## src/rtl/trap_irq_pkg.sv

```systemverilog
`timescale 1ns/1ps
package trap_irq_pkg;
  localparam int NUM_CLS = 7;
  localparam int CLS_W   = 3;
  localparam int KIND_W  = 3;
  localparam int LVL_W   = 4;

  localparam int C_TLZ    = 0;
  localparam int C_TMATCH = 1;
  localparam int C_IVEC   = 2;
  localparam int C_CPUM   = 3;
  localparam int C_DEVM   = 4;
  localparam int C_SOFT   = 5;
  localparam int C_RESERR = 6;

  typedef enum logic [KIND_W-1:0] {
    K_NONE   = 3'd0,
    K_TLZ    = 3'd1,
    K_TMATCH = 3'd2,
    K_IVEC   = 3'd3,
    K_CPUM   = 3'd4,
    K_DEVM   = 3'd5,
    K_SOFT   = 3'd6,
    K_RESERR = 3'd7
  } trap_kind_e;
endpackage

```

## src/rtl/trap_class_store.sv

```systemverilog
`timescale 1ns/1ps
module trap_class_store
  import trap_irq_pkg::*;
#(
  parameter int VEC_W = 64,
  localparam int IDX_W = $clog2(VEC_W)
) (
  input  logic                          clk,
  input  logic                          rst_n,
  input  logic                          flush_i,
  input  logic                          post_en_i,
  input  logic [CLS_W-1:0]              post_cls_i,
  input  logic [IDX_W-1:0]              post_idx_i,
  input  logic                          clr_en_i,
  input  logic [CLS_W-1:0]              clr_cls_i,
  input  logic [IDX_W-1:0]              clr_idx_i,
  output logic [NUM_CLS-1:0][VEC_W-1:0] vec_o,
  output logic [NUM_CLS-1:0]            sum_o
);
  localparam logic [VEC_W-1:0] ONE = {{(VEC_W-1){1'b0}}, 1'b1};

  for (genvar c = 0; c < NUM_CLS; c++) begin : g_cls
    logic             post_hit, clr_hit;
    logic [VEC_W-1:0] set_m, clr_m, nxt, v_q;
    logic             s_q;

    always_comb begin
      post_hit = post_en_i && (post_cls_i == CLS_W'(c));
      clr_hit  = clr_en_i  && (clr_cls_i  == CLS_W'(c));
      set_m    = post_hit ? (ONE << post_idx_i) : '0;
      clr_m    = clr_hit  ? (ONE << clr_idx_i)  : '0;
      // clear applied after set: same-bit collision ends cleared
      nxt      = (v_q | set_m) & ~clr_m;
    end

    always_ff @(posedge clk or negedge rst_n) begin
      if (!rst_n) begin
        v_q <= '0;
        s_q <= 1'b0;
      end else if (flush_i) begin
        v_q <= '0;
        s_q <= 1'b0;
      end else if (post_hit || clr_hit) begin
        v_q <= nxt;
        s_q <= |nxt;
      end
    end

    assign vec_o[c] = v_q;
    assign sum_o[c] = s_q;
  end
endmodule

```

## src/rtl/trap_soft_level.sv

```systemverilog
`timescale 1ns/1ps
module trap_soft_level
  import trap_irq_pkg::*;
#(
  parameter int VEC_W    = 64,
  parameter int HI_BIT   = 15,
  parameter int ALIAS_HI = 16,
  parameter int ALIAS_LV = 14
) (
  input  logic [VEC_W-1:0] vec_i,
  output logic [LVL_W-1:0] lvl_o
);
  always_comb begin
    lvl_o = '0;
    for (int i = 1; i <= HI_BIT; i++) begin
      if (vec_i[i]) lvl_o = LVL_W'(i);
    end
    if (vec_i[ALIAS_HI] || vec_i[0]) lvl_o = LVL_W'(ALIAS_LV);
  end
endmodule

```

## src/rtl/trap_selector.sv

```systemverilog
`timescale 1ns/1ps
module trap_selector
  import trap_irq_pkg::*;
(
  input  logic [NUM_CLS-1:0] sum_i,
  input  logic               hpriv_i,
  input  logic               ie_i,
  output trap_kind_e         kind_o
);
  always_comb begin
    kind_o = K_NONE;
    if (hpriv_i) begin
      if (ie_i) begin
        if      (sum_i[C_TMATCH]) kind_o = K_TMATCH;
        else if (sum_i[C_IVEC])   kind_o = K_IVEC;
      end
    end else begin
      if      (sum_i[C_TLZ])              kind_o = K_TLZ;
      else if (sum_i[C_TMATCH])           kind_o = K_TMATCH;
      else if (sum_i[C_IVEC])             kind_o = K_IVEC;
      else if (ie_i && sum_i[C_CPUM])     kind_o = K_CPUM;
      else if (ie_i && sum_i[C_DEVM])     kind_o = K_DEVM;
      else if (ie_i && sum_i[C_SOFT])     kind_o = K_SOFT;
      else if (ie_i && sum_i[C_RESERR])   kind_o = K_RESERR;
    end
  end
endmodule

```

## src/rtl/trap_irq_ctrl.sv

```systemverilog
`timescale 1ns/1ps
module trap_irq_ctrl
  import trap_irq_pkg::*;
#(
  parameter int VEC_W = 64,
  localparam int IDX_W = $clog2(VEC_W)
) (
  input  logic              clk,
  input  logic              rst_n,
  input  logic              flush_i,
  input  logic              post_en_i,
  input  logic [CLS_W-1:0]  post_cls_i,
  input  logic [IDX_W-1:0]  post_idx_i,
  input  logic              clr_en_i,
  input  logic [CLS_W-1:0]  clr_cls_i,
  input  logic [IDX_W-1:0]  clr_idx_i,
  input  logic              hpriv_i,
  input  logic              ie_i,
  input  logic [CLS_W-1:0]  rd_cls_i,
  output logic [VEC_W-1:0]  rd_vec_o,
  output logic              any_pend_o,
  output logic              take_valid_o,
  output logic [KIND_W-1:0] take_kind_o,
  output logic [LVL_W-1:0]  soft_lvl_o
);
  logic [NUM_CLS-1:0][VEC_W-1:0] vec;
  logic [NUM_CLS*VEC_W-1:0]      vec_flat;
  logic [NUM_CLS-1:0]            sum_q;
  logic [LVL_W-1:0]              lvl_raw;
  trap_kind_e                    kind;

  trap_class_store #(.VEC_W(VEC_W)) store_i (
    .clk        (clk),
    .rst_n      (rst_n),
    .flush_i    (flush_i),
    .post_en_i  (post_en_i),
    .post_cls_i (post_cls_i),
    .post_idx_i (post_idx_i),
    .clr_en_i   (clr_en_i),
    .clr_cls_i  (clr_cls_i),
    .clr_idx_i  (clr_idx_i),
    .vec_o      (vec),
    .sum_o      (sum_q)
  );

  trap_soft_level #(.VEC_W(VEC_W)) lvl_i (
    .vec_i (vec[C_SOFT]),
    .lvl_o (lvl_raw)
  );

  trap_selector sel_i (
    .sum_i   (sum_q),
    .hpriv_i (hpriv_i),
    .ie_i    (ie_i),
    .kind_o  (kind)
  );

  assign vec_flat = vec;

  always_comb begin
    rd_vec_o = '0;
    for (int c = 0; c < NUM_CLS; c++) begin
      if (rd_cls_i == CLS_W'(c)) rd_vec_o = vec[c];
    end
  end

  assign any_pend_o   = |sum_q;
  assign take_kind_o  = kind;
  assign take_valid_o = (kind != K_NONE);
  assign soft_lvl_o   = (kind == K_SOFT) ? lvl_raw : '0;
endmodule

```

## config.mk

```make
export PLATFORM = sky130hd
export DESIGN_NAME = trap_irq_ctrl
export DESIGN_NICKNAME = d
export VERILOG_FILES = /design/src/rtl/trap_irq_pkg.sv /design/src/rtl/trap_class_store.sv /design/src/rtl/trap_soft_level.sv /design/src/rtl/trap_selector.sv /design/src/rtl/trap_irq_ctrl.sv
export SDC_FILE = /design/constraint.sdc
export NUM_CORES = 1
export LEC_CHECK = 0
export CAP_MARGIN = 40
export CELL_PAD_IN_SITES_DETAIL_PLACEMENT = 1
export CELL_PAD_IN_SITES_GLOBAL_PLACEMENT = 2
export CORE_UTILIZATION = 38
export DETAILED_ROUTE_END_ITERATION = 7
export PLACE_DENSITY_LB_ADDON = 0.1
export REMOVE_ABC_BUFFERS = 1
export SLEW_MARGIN = 20
export SYNTH_ARGS = -nofsm -noshare
export SYNTH_HDL_FRONTEND = slang
export SYNTH_SLANG_ARGS = --single-unit
```

## constraint.sdc

```tcl
create_clock -name clk -period 2.6 [get_ports clk]
set_clock_uncertainty 0.05 [all_clocks]
set_input_delay 0.26 -clock clk [delete_from_list [all_inputs] [get_ports clk]]
set_output_delay 0.26 -clock clk [all_outputs]
set_load 0.05 [all_outputs]
```

=== After elaboration in Yosys (flattened, before gate mapping) ===
Index checks and enable logic that the tools add are counted.

* Eq/ne operators: 19
* Shifts and indexed selects: 2
* Muxes and demuxes: 77
* Bitwise logic cells: 21
* Reduce and logical (&&, ||, !) cells: 45

{| class="wikitable"
|+ Operators with widths
! cell !! number
|-
| 64-bit two-way mux || 35
|-
| 64-bit AND || 7
|-
| 64-bit NOT || 7
|-
| 64-bit OR || 7
|-
| 64-bit OR reduction || 7
|-
| 1-bit by 6-bit << shifter with 64-bit output, first input constant || 2
|-
| 3-bit two-way mux || 14
|-
| 4-bit two-way mux || 10
|-
| 3-bit == test, second input constant || 10
|-
| 3-bit by 2-bit == test with 1-bit output, second input constant || 6
|-
| 1-bit logical AND || 18
|-
| 1-bit two-way mux || 15
|-
| 2-bit nonzero test || 7
|-
| 3-bit by 1-bit == test with 1-bit output, second input constant || 3
|-
| 3-bit logical NOT || 3
|-
| 1-bit logical OR || 8
|-
| 7-bit OR reduction || 1
|-
| 2-bit two-way mux || 3
|-
| 3-bit nonzero test || 1
|}

* Bits in registers: 455
* Bits of input ports: 28
* Output and inout port bits: 73
* Logic and storage cells: 178

=== Logic depth before layout (Yosys ltp) ===
* Depth after elaboration: 17
* Depth in mapped cells: 11

=== By module ===
From an unflattened synthesis, not the netlist that was laid out.

* Cells, all modules: 3072
* Area, all modules: 27373.8 sq um

{| class="wikitable"
|+ Modules (own cells, without submodules)
! module !! instances !! cells an instance !! area each (sq um) !! sequential area each (sq um)
|-
| trap_class_store || 1 || 2419 || 22604.2 || 11385.9
|-
| trap_irq_ctrl || 1 || 610 || 4526.8 || 0.0
|-
| trap_soft_level || 1 || 26 || 150.1 || 0.0
|-
| trap_selector || 1 || 17 || 92.6 || 0.0
|}

=== Worst setup path before layout ===
OpenSTA, ideal clock, no wires.

* Kind: register to output
* From: reg store_i.g_cls[2].s_q
* To: out soft_lvl_o[0]
* Arrival time: 5.179 ns
* Path slack: -2.889 ns
* Cell stages (with the launch flop): 5
* Cells stage by stage: dfrtp_1 -> nor3_1 -> nor4b_1 -> nand3_1 -> a2111oi_0

* Cells in the longest elaborated chain, start to end: 6
* Elaborated cells on any way between the ends: 9
* Classes of those cells: eq/ne (1); mux (8)

{| class="wikitable"
|+ RTL lines
! element !! line !! RTL
|-
| start: declaration || trap_class_store.sv:25 || <nowiki>logic s_q;</nowiki>
|-
| start signal: assignment || trap_class_store.sv:45 || <nowiki>s_q <= |nxt;</nowiki>
|-
| 3-bit two-way mux || trap_selector.sv:20 || <nowiki>else if (sum_i[C_IVEC]) kind_o = K_IVEC;</nowiki>
|-
| 3-bit two-way mux || trap_selector.sv:19 || <nowiki>else if (sum_i[C_TMATCH]) kind_o = K_TMATCH;</nowiki>
|-
| 3-bit two-way mux || trap_selector.sv:18 || <nowiki>if (sum_i[C_TLZ]) kind_o = K_TLZ;</nowiki>
|-
| 3-bit two-way mux || trap_selector.sv:12 || <nowiki>if (hpriv_i) begin</nowiki>
|-
| named net take_kind_o[2] || trap_irq_ctrl.sv:23 || <nowiki>output logic [KIND_W-1:0] take_kind_o,</nowiki>
|-
| 3-bit == test || trap_irq_ctrl.sv:70 || <nowiki>assign soft_lvl_o = (kind == K_SOFT) ? lvl_raw : '0;</nowiki>
|-
| 4-bit two-way mux || trap_irq_ctrl.sv:70 ||
|-
| end: declaration || trap_irq_ctrl.sv:24 || <nowiki>output logic [LVL_W-1:0] soft_lvl_o</nowiki>
|}

The timed path passes the listed nets, and every way through them passes these cells.

=== Worst setup path after layout ===
* From: reg store_i.g_cls[6].s_q
* To: out soft_lvl_o[0]

* Cells in the longest elaborated chain, start to end: 11

{| class="wikitable"
|+ RTL lines
! element !! line !! RTL
|-
| start: declaration || trap_class_store.sv:25 ||
|-
| start signal: assignment || trap_class_store.sv:45 ||
|-
| 1-bit logical AND || trap_selector.sv:24 || <nowiki>else if (ie_i && sum_i[C_RESERR]) kind_o = K_RESERR;</nowiki>
|-
| 3-bit two-way mux || trap_selector.sv:24 ||
|-
| 3-bit two-way mux || trap_selector.sv:23 || <nowiki>else if (ie_i && sum_i[C_SOFT]) kind_o = K_SOFT;</nowiki>
|-
| 3-bit two-way mux || trap_selector.sv:22 || <nowiki>else if (ie_i && sum_i[C_DEVM]) kind_o = K_DEVM;</nowiki>
|-
| 3-bit two-way mux || trap_selector.sv:21 || <nowiki>else if (ie_i && sum_i[C_CPUM]) kind_o = K_CPUM;</nowiki>
|-
| 3-bit two-way mux || trap_selector.sv:20 ||
|-
| 3-bit two-way mux || trap_selector.sv:19 ||
|-
| 3-bit two-way mux || trap_selector.sv:18 ||
|-
| 3-bit two-way mux || trap_selector.sv:12 ||
|-
| 3-bit == test || trap_irq_ctrl.sv:70 ||
|-
| 4-bit two-way mux || trap_irq_ctrl.sv:70 ||
|}

Every way passes these cells.

==> results.cfg <==
[floorplanning]
die_w_microns = 265
rows = 96
ios = 101
initial_core_util = 0.384
coreArea_sq_um = 68600
die_area_sq_um = 70300
die_h_microns = 265

[worst_setup_path]
cpPeakStageDelay_ns = 0.48
worstSetupPathType = register to primary output
critPathRequiredTime_ns = 2.29
r2r_slack_ns = 0.04
critPathLaunchType = register
path_max_fanout = 4
end_kind = primary output
cpMaxStageDelayCell = dfrtp_2
worstPathArrival_ns = 2.46
reg2regPathDepth = 8
crit_path_cell_trace = a21oi_2 > nor3_4 > nor2_1 > o32a_1 > nand3_2 > buf_8 > a2111oi_2 > buf_4 > buf_12

[logic_synthesis]
syn_area_sq_um = 26300
synth_warnings = 0
synth_edf_count = 0
synth_area_per_cell_sq_um = 8.32
synthArstFlopShare = 1.00
yosysTopAreaCell = dfrtp_1
yosysTopAreaCellShare = 0.433
synth-seq-cells = 455
syn_inst = 3165
synth.area.top_cells = dfrtp_1, a31oi_1, a21oi_1
synth-main-ff-cell = dfrtp_1
synth-seq-area-share = 0.433
synth.distinct_cells = 70

[sta]
hold_viol_final = 0
maxSlewViolCount = 0
tightest_slew_ns = 0.884
min_period_ns = 2.77
slew-limit-headroom = 0.403
fin_crit_sh = 1.07
timing.final.ws_setup_ns = -0.171
final-setup-viol-count = 6
grt_setup_unrepaired = true
fmax_mhz = 361

[power_and_ir_drop]
p_switching_mw = 5.16
netSwitchingFraction = 0.289
comb_power_share = 0.145
finalPower_mw = 17.8
power.internal_mw = 12.7
power_leakage_nw = 17.4
power_density_nw_per_um2 = 471
irDropWorstVdd_v = 0.000520
clkPwrFrac = 0.456
seqPwrFrac = 0.399

[cells_and_area]
synthToLayoutAreaGrowth_pct = 43.8
final.fill_count = 7786
post-route-util = 0.552
drive_gt1_frac = 0.302
num_antenna_cells = 0
finalNonFillerCells = 4790
nNetsFinal = 3846

[clock_network]
root_buffer = clkbuf_16
clock_sinks = 455
clk_pin_slew_ns = 0.06
cts_buffers = 58
cts_tree = done
cts_buffer_depth = 3
cts_max_level = 2
clk_latency_ns = 0.66

[route]
vias = 31449
routed_wl_mm = 151
vias_per_cell = 6.57
first_pass_iters = 6
drt_iter0_drc = 3555
ant_nets = 0
drc_errors = 0
wl_per_cell_microns = 31.5

[global_route]
use_met2 = 0.640
track_usage = 0.420
gr-total-overflow = 0
global_route.usage.met3 = 0.0861
grt_max_degree = 95
grt_use_met1 = 0.556
grt_pass1_vias = 32136
grt_busiest_layer = met2
antenna_found_initial = 0
grt_pass1_wl_mm = 219

[place]
gp_congestion = 1.02
dp.cells = 4629
dpl.hpwl_mm = 106
numPortBuffers = 100

[run]
cap_violations = 0

[status]
violations = negative setup slack
status = finished, violations left

[hold_path]
worst_hold_path_type = primary input to asynchronous set/reset pin
repair_timing:
action / in CTS / in global routing
pin swaps: 29 / 27
endpoints found under the hold margin: 158 / 0
endpoints found under the setup margin: 13 / 12
resized for setup: 100 / 81
hold buffers: 2 / 0
setup buffers: 10 / 40
gates cloned: 1 / 7
sequential cells by signal (all words and copies together) (netlist names):
signal and count:
store_i.g_cls.s_q 7, store_i.g_cls.v_q 448
cell type report:
class	count	area [sq um]	area share
Multi-Input combinational cell	2343	14400	0.381
Clock buffer	92	1770	0.0467
Inverter	14	57.6	0.00152
Clock inverter	9	92.6	0.00245
Tap cell	931	1160	0.0308
Timing Repair Buffer	946	8950	0.236
Sequential cell	455	11400	0.301
power groups by stage:
stage | sequential, mW | clock (mW) | combinational, mW
after floorplan | 7.23 | 0 | 0.690
after global placement | 7.23 | 0 | 2.35
after detailed placement | 7.23 | 0 | 2.39
after CTS | 7.11 | 8.17 | 2.44
after global routing | 7.11 | 8.41 | 2.63
final | 7.11 | 8.14 | 2.58
per-layer routing:
layer | part of all wire | vias to the layer above | wire length (microns)
li1 | - | 12995 | -
met1 | 0.40 | 16251 | 60900
met2 | 0.44 | 1760 | 66500
met3 | 0.095 | 443 | 14300
met4 | 0.062 | 0 | 9310
met5 | 0 | - | 0
cell usage after synthesis (8+ instances only):
| cell | n |
|---|---|
| buf_2 | 42 |
| o211ai_1 | 13 |
| dfrtp_1 | 455 |
| o22ai_1 | 125 |
| a21o_1 | 14 |
| a21oi_1 | 415 |
| a22o_1 | 19 |
| o21a_1 | 15 |
| nor2_1 | 284 |
| inv_1 | 14 |
| nand2_1 | 174 |
| buf_1 | 37 |
| a211oi_1 | 27 |
| nor2b_1 | 10 |
| and2_1 | 298 |
| nor4_1 | 72 |
| nand4_1 | 36 |
| nand4bb_1 | 8 |
| nand4b_1 | 9 |
| clkbuf_1 | 270 |
| nor3_1 | 150 |
| a31oi_1 | 403 |
| o21ai_0 | 76 |
| mux2i_1 | 63 |
| nor4bb_1 | 10 |
| and4b_1 | 9 |
logic make-up after synthesis:
logic type	after synthesis	share of synthesized area
compound gates	1155	0.261
mux	65	0.0252
flops	455	0.433
simple gates	1123	0.227
buf+inv	367	0.0549
path summary, 6_finish.rpt:
check,from,endpoint
max,store_i.g_cls[6].s_q,soft_lvl_o[0]
min,rst_n,store_i.g_cls[1].v_q[30]
max reg2reg,store_i.g_cls[4].v_q[63],store_i.g_cls[4].s_q
min reg2reg,store_i.g_cls[6].v_q[33],store_i.g_cls[6].v_q[33]
max in group asynchronous,rst_n,store_i.g_cls[6].v_q[10]
min in group clk,clr_cls_i[0],store_i.g_cls[0].v_q[51]
layout by cell type, fill, tap and decap left out, types with 12 or more instances in the layout:
cell and instances:
clkbuf_8 19, nor3_1 134, inv_1 12, buf_12 127
and2_1 295, nand4_1 36, nor2_1 274, mux2i_1 63
a211oi_1 27, a21o_1 14, o21a_1 15, a31oi_1 393
nor3_2 13, o211ai_1 13, buf_6 19, buf_4 763
nor4_2 23, dlymetal6s2s_1 12, nand2_1 173, clkbuf_16 61
nor4_1 42, a21oi_1 409, dfrtp_1 449, o22ai_1 120
clkbuf_1 15, a22o_1 19, o21ai_0 74
stage by stage:
stage                     setup WS [ns]  setup TNS (ns)  hold slack [ns]  cell area (sq um)
after floorplan                   -3.39         -884.01          -0.0856              24900
after global placement            -1.22          -11.97            0.170              34600
after detailed placement          -1.22          -16.48            0.177              34700
after CTS                        -0.187          -0.350           0.0970              37100
after global routing             -0.290          -0.816            0.129              37900
final                            -0.171          -0.491           0.0949              37900
critical path: cells and delay by family (launching register included):
family                 cells  cell delay (ns)
AO/OA/AOI/OAI              3             0.60
buffers and inverters      3             0.45
flip-flops                 1             0.48
AND/OR/NAND/NOR            3             0.25
No activity file was read; power rests on OpenSTA's default activity.
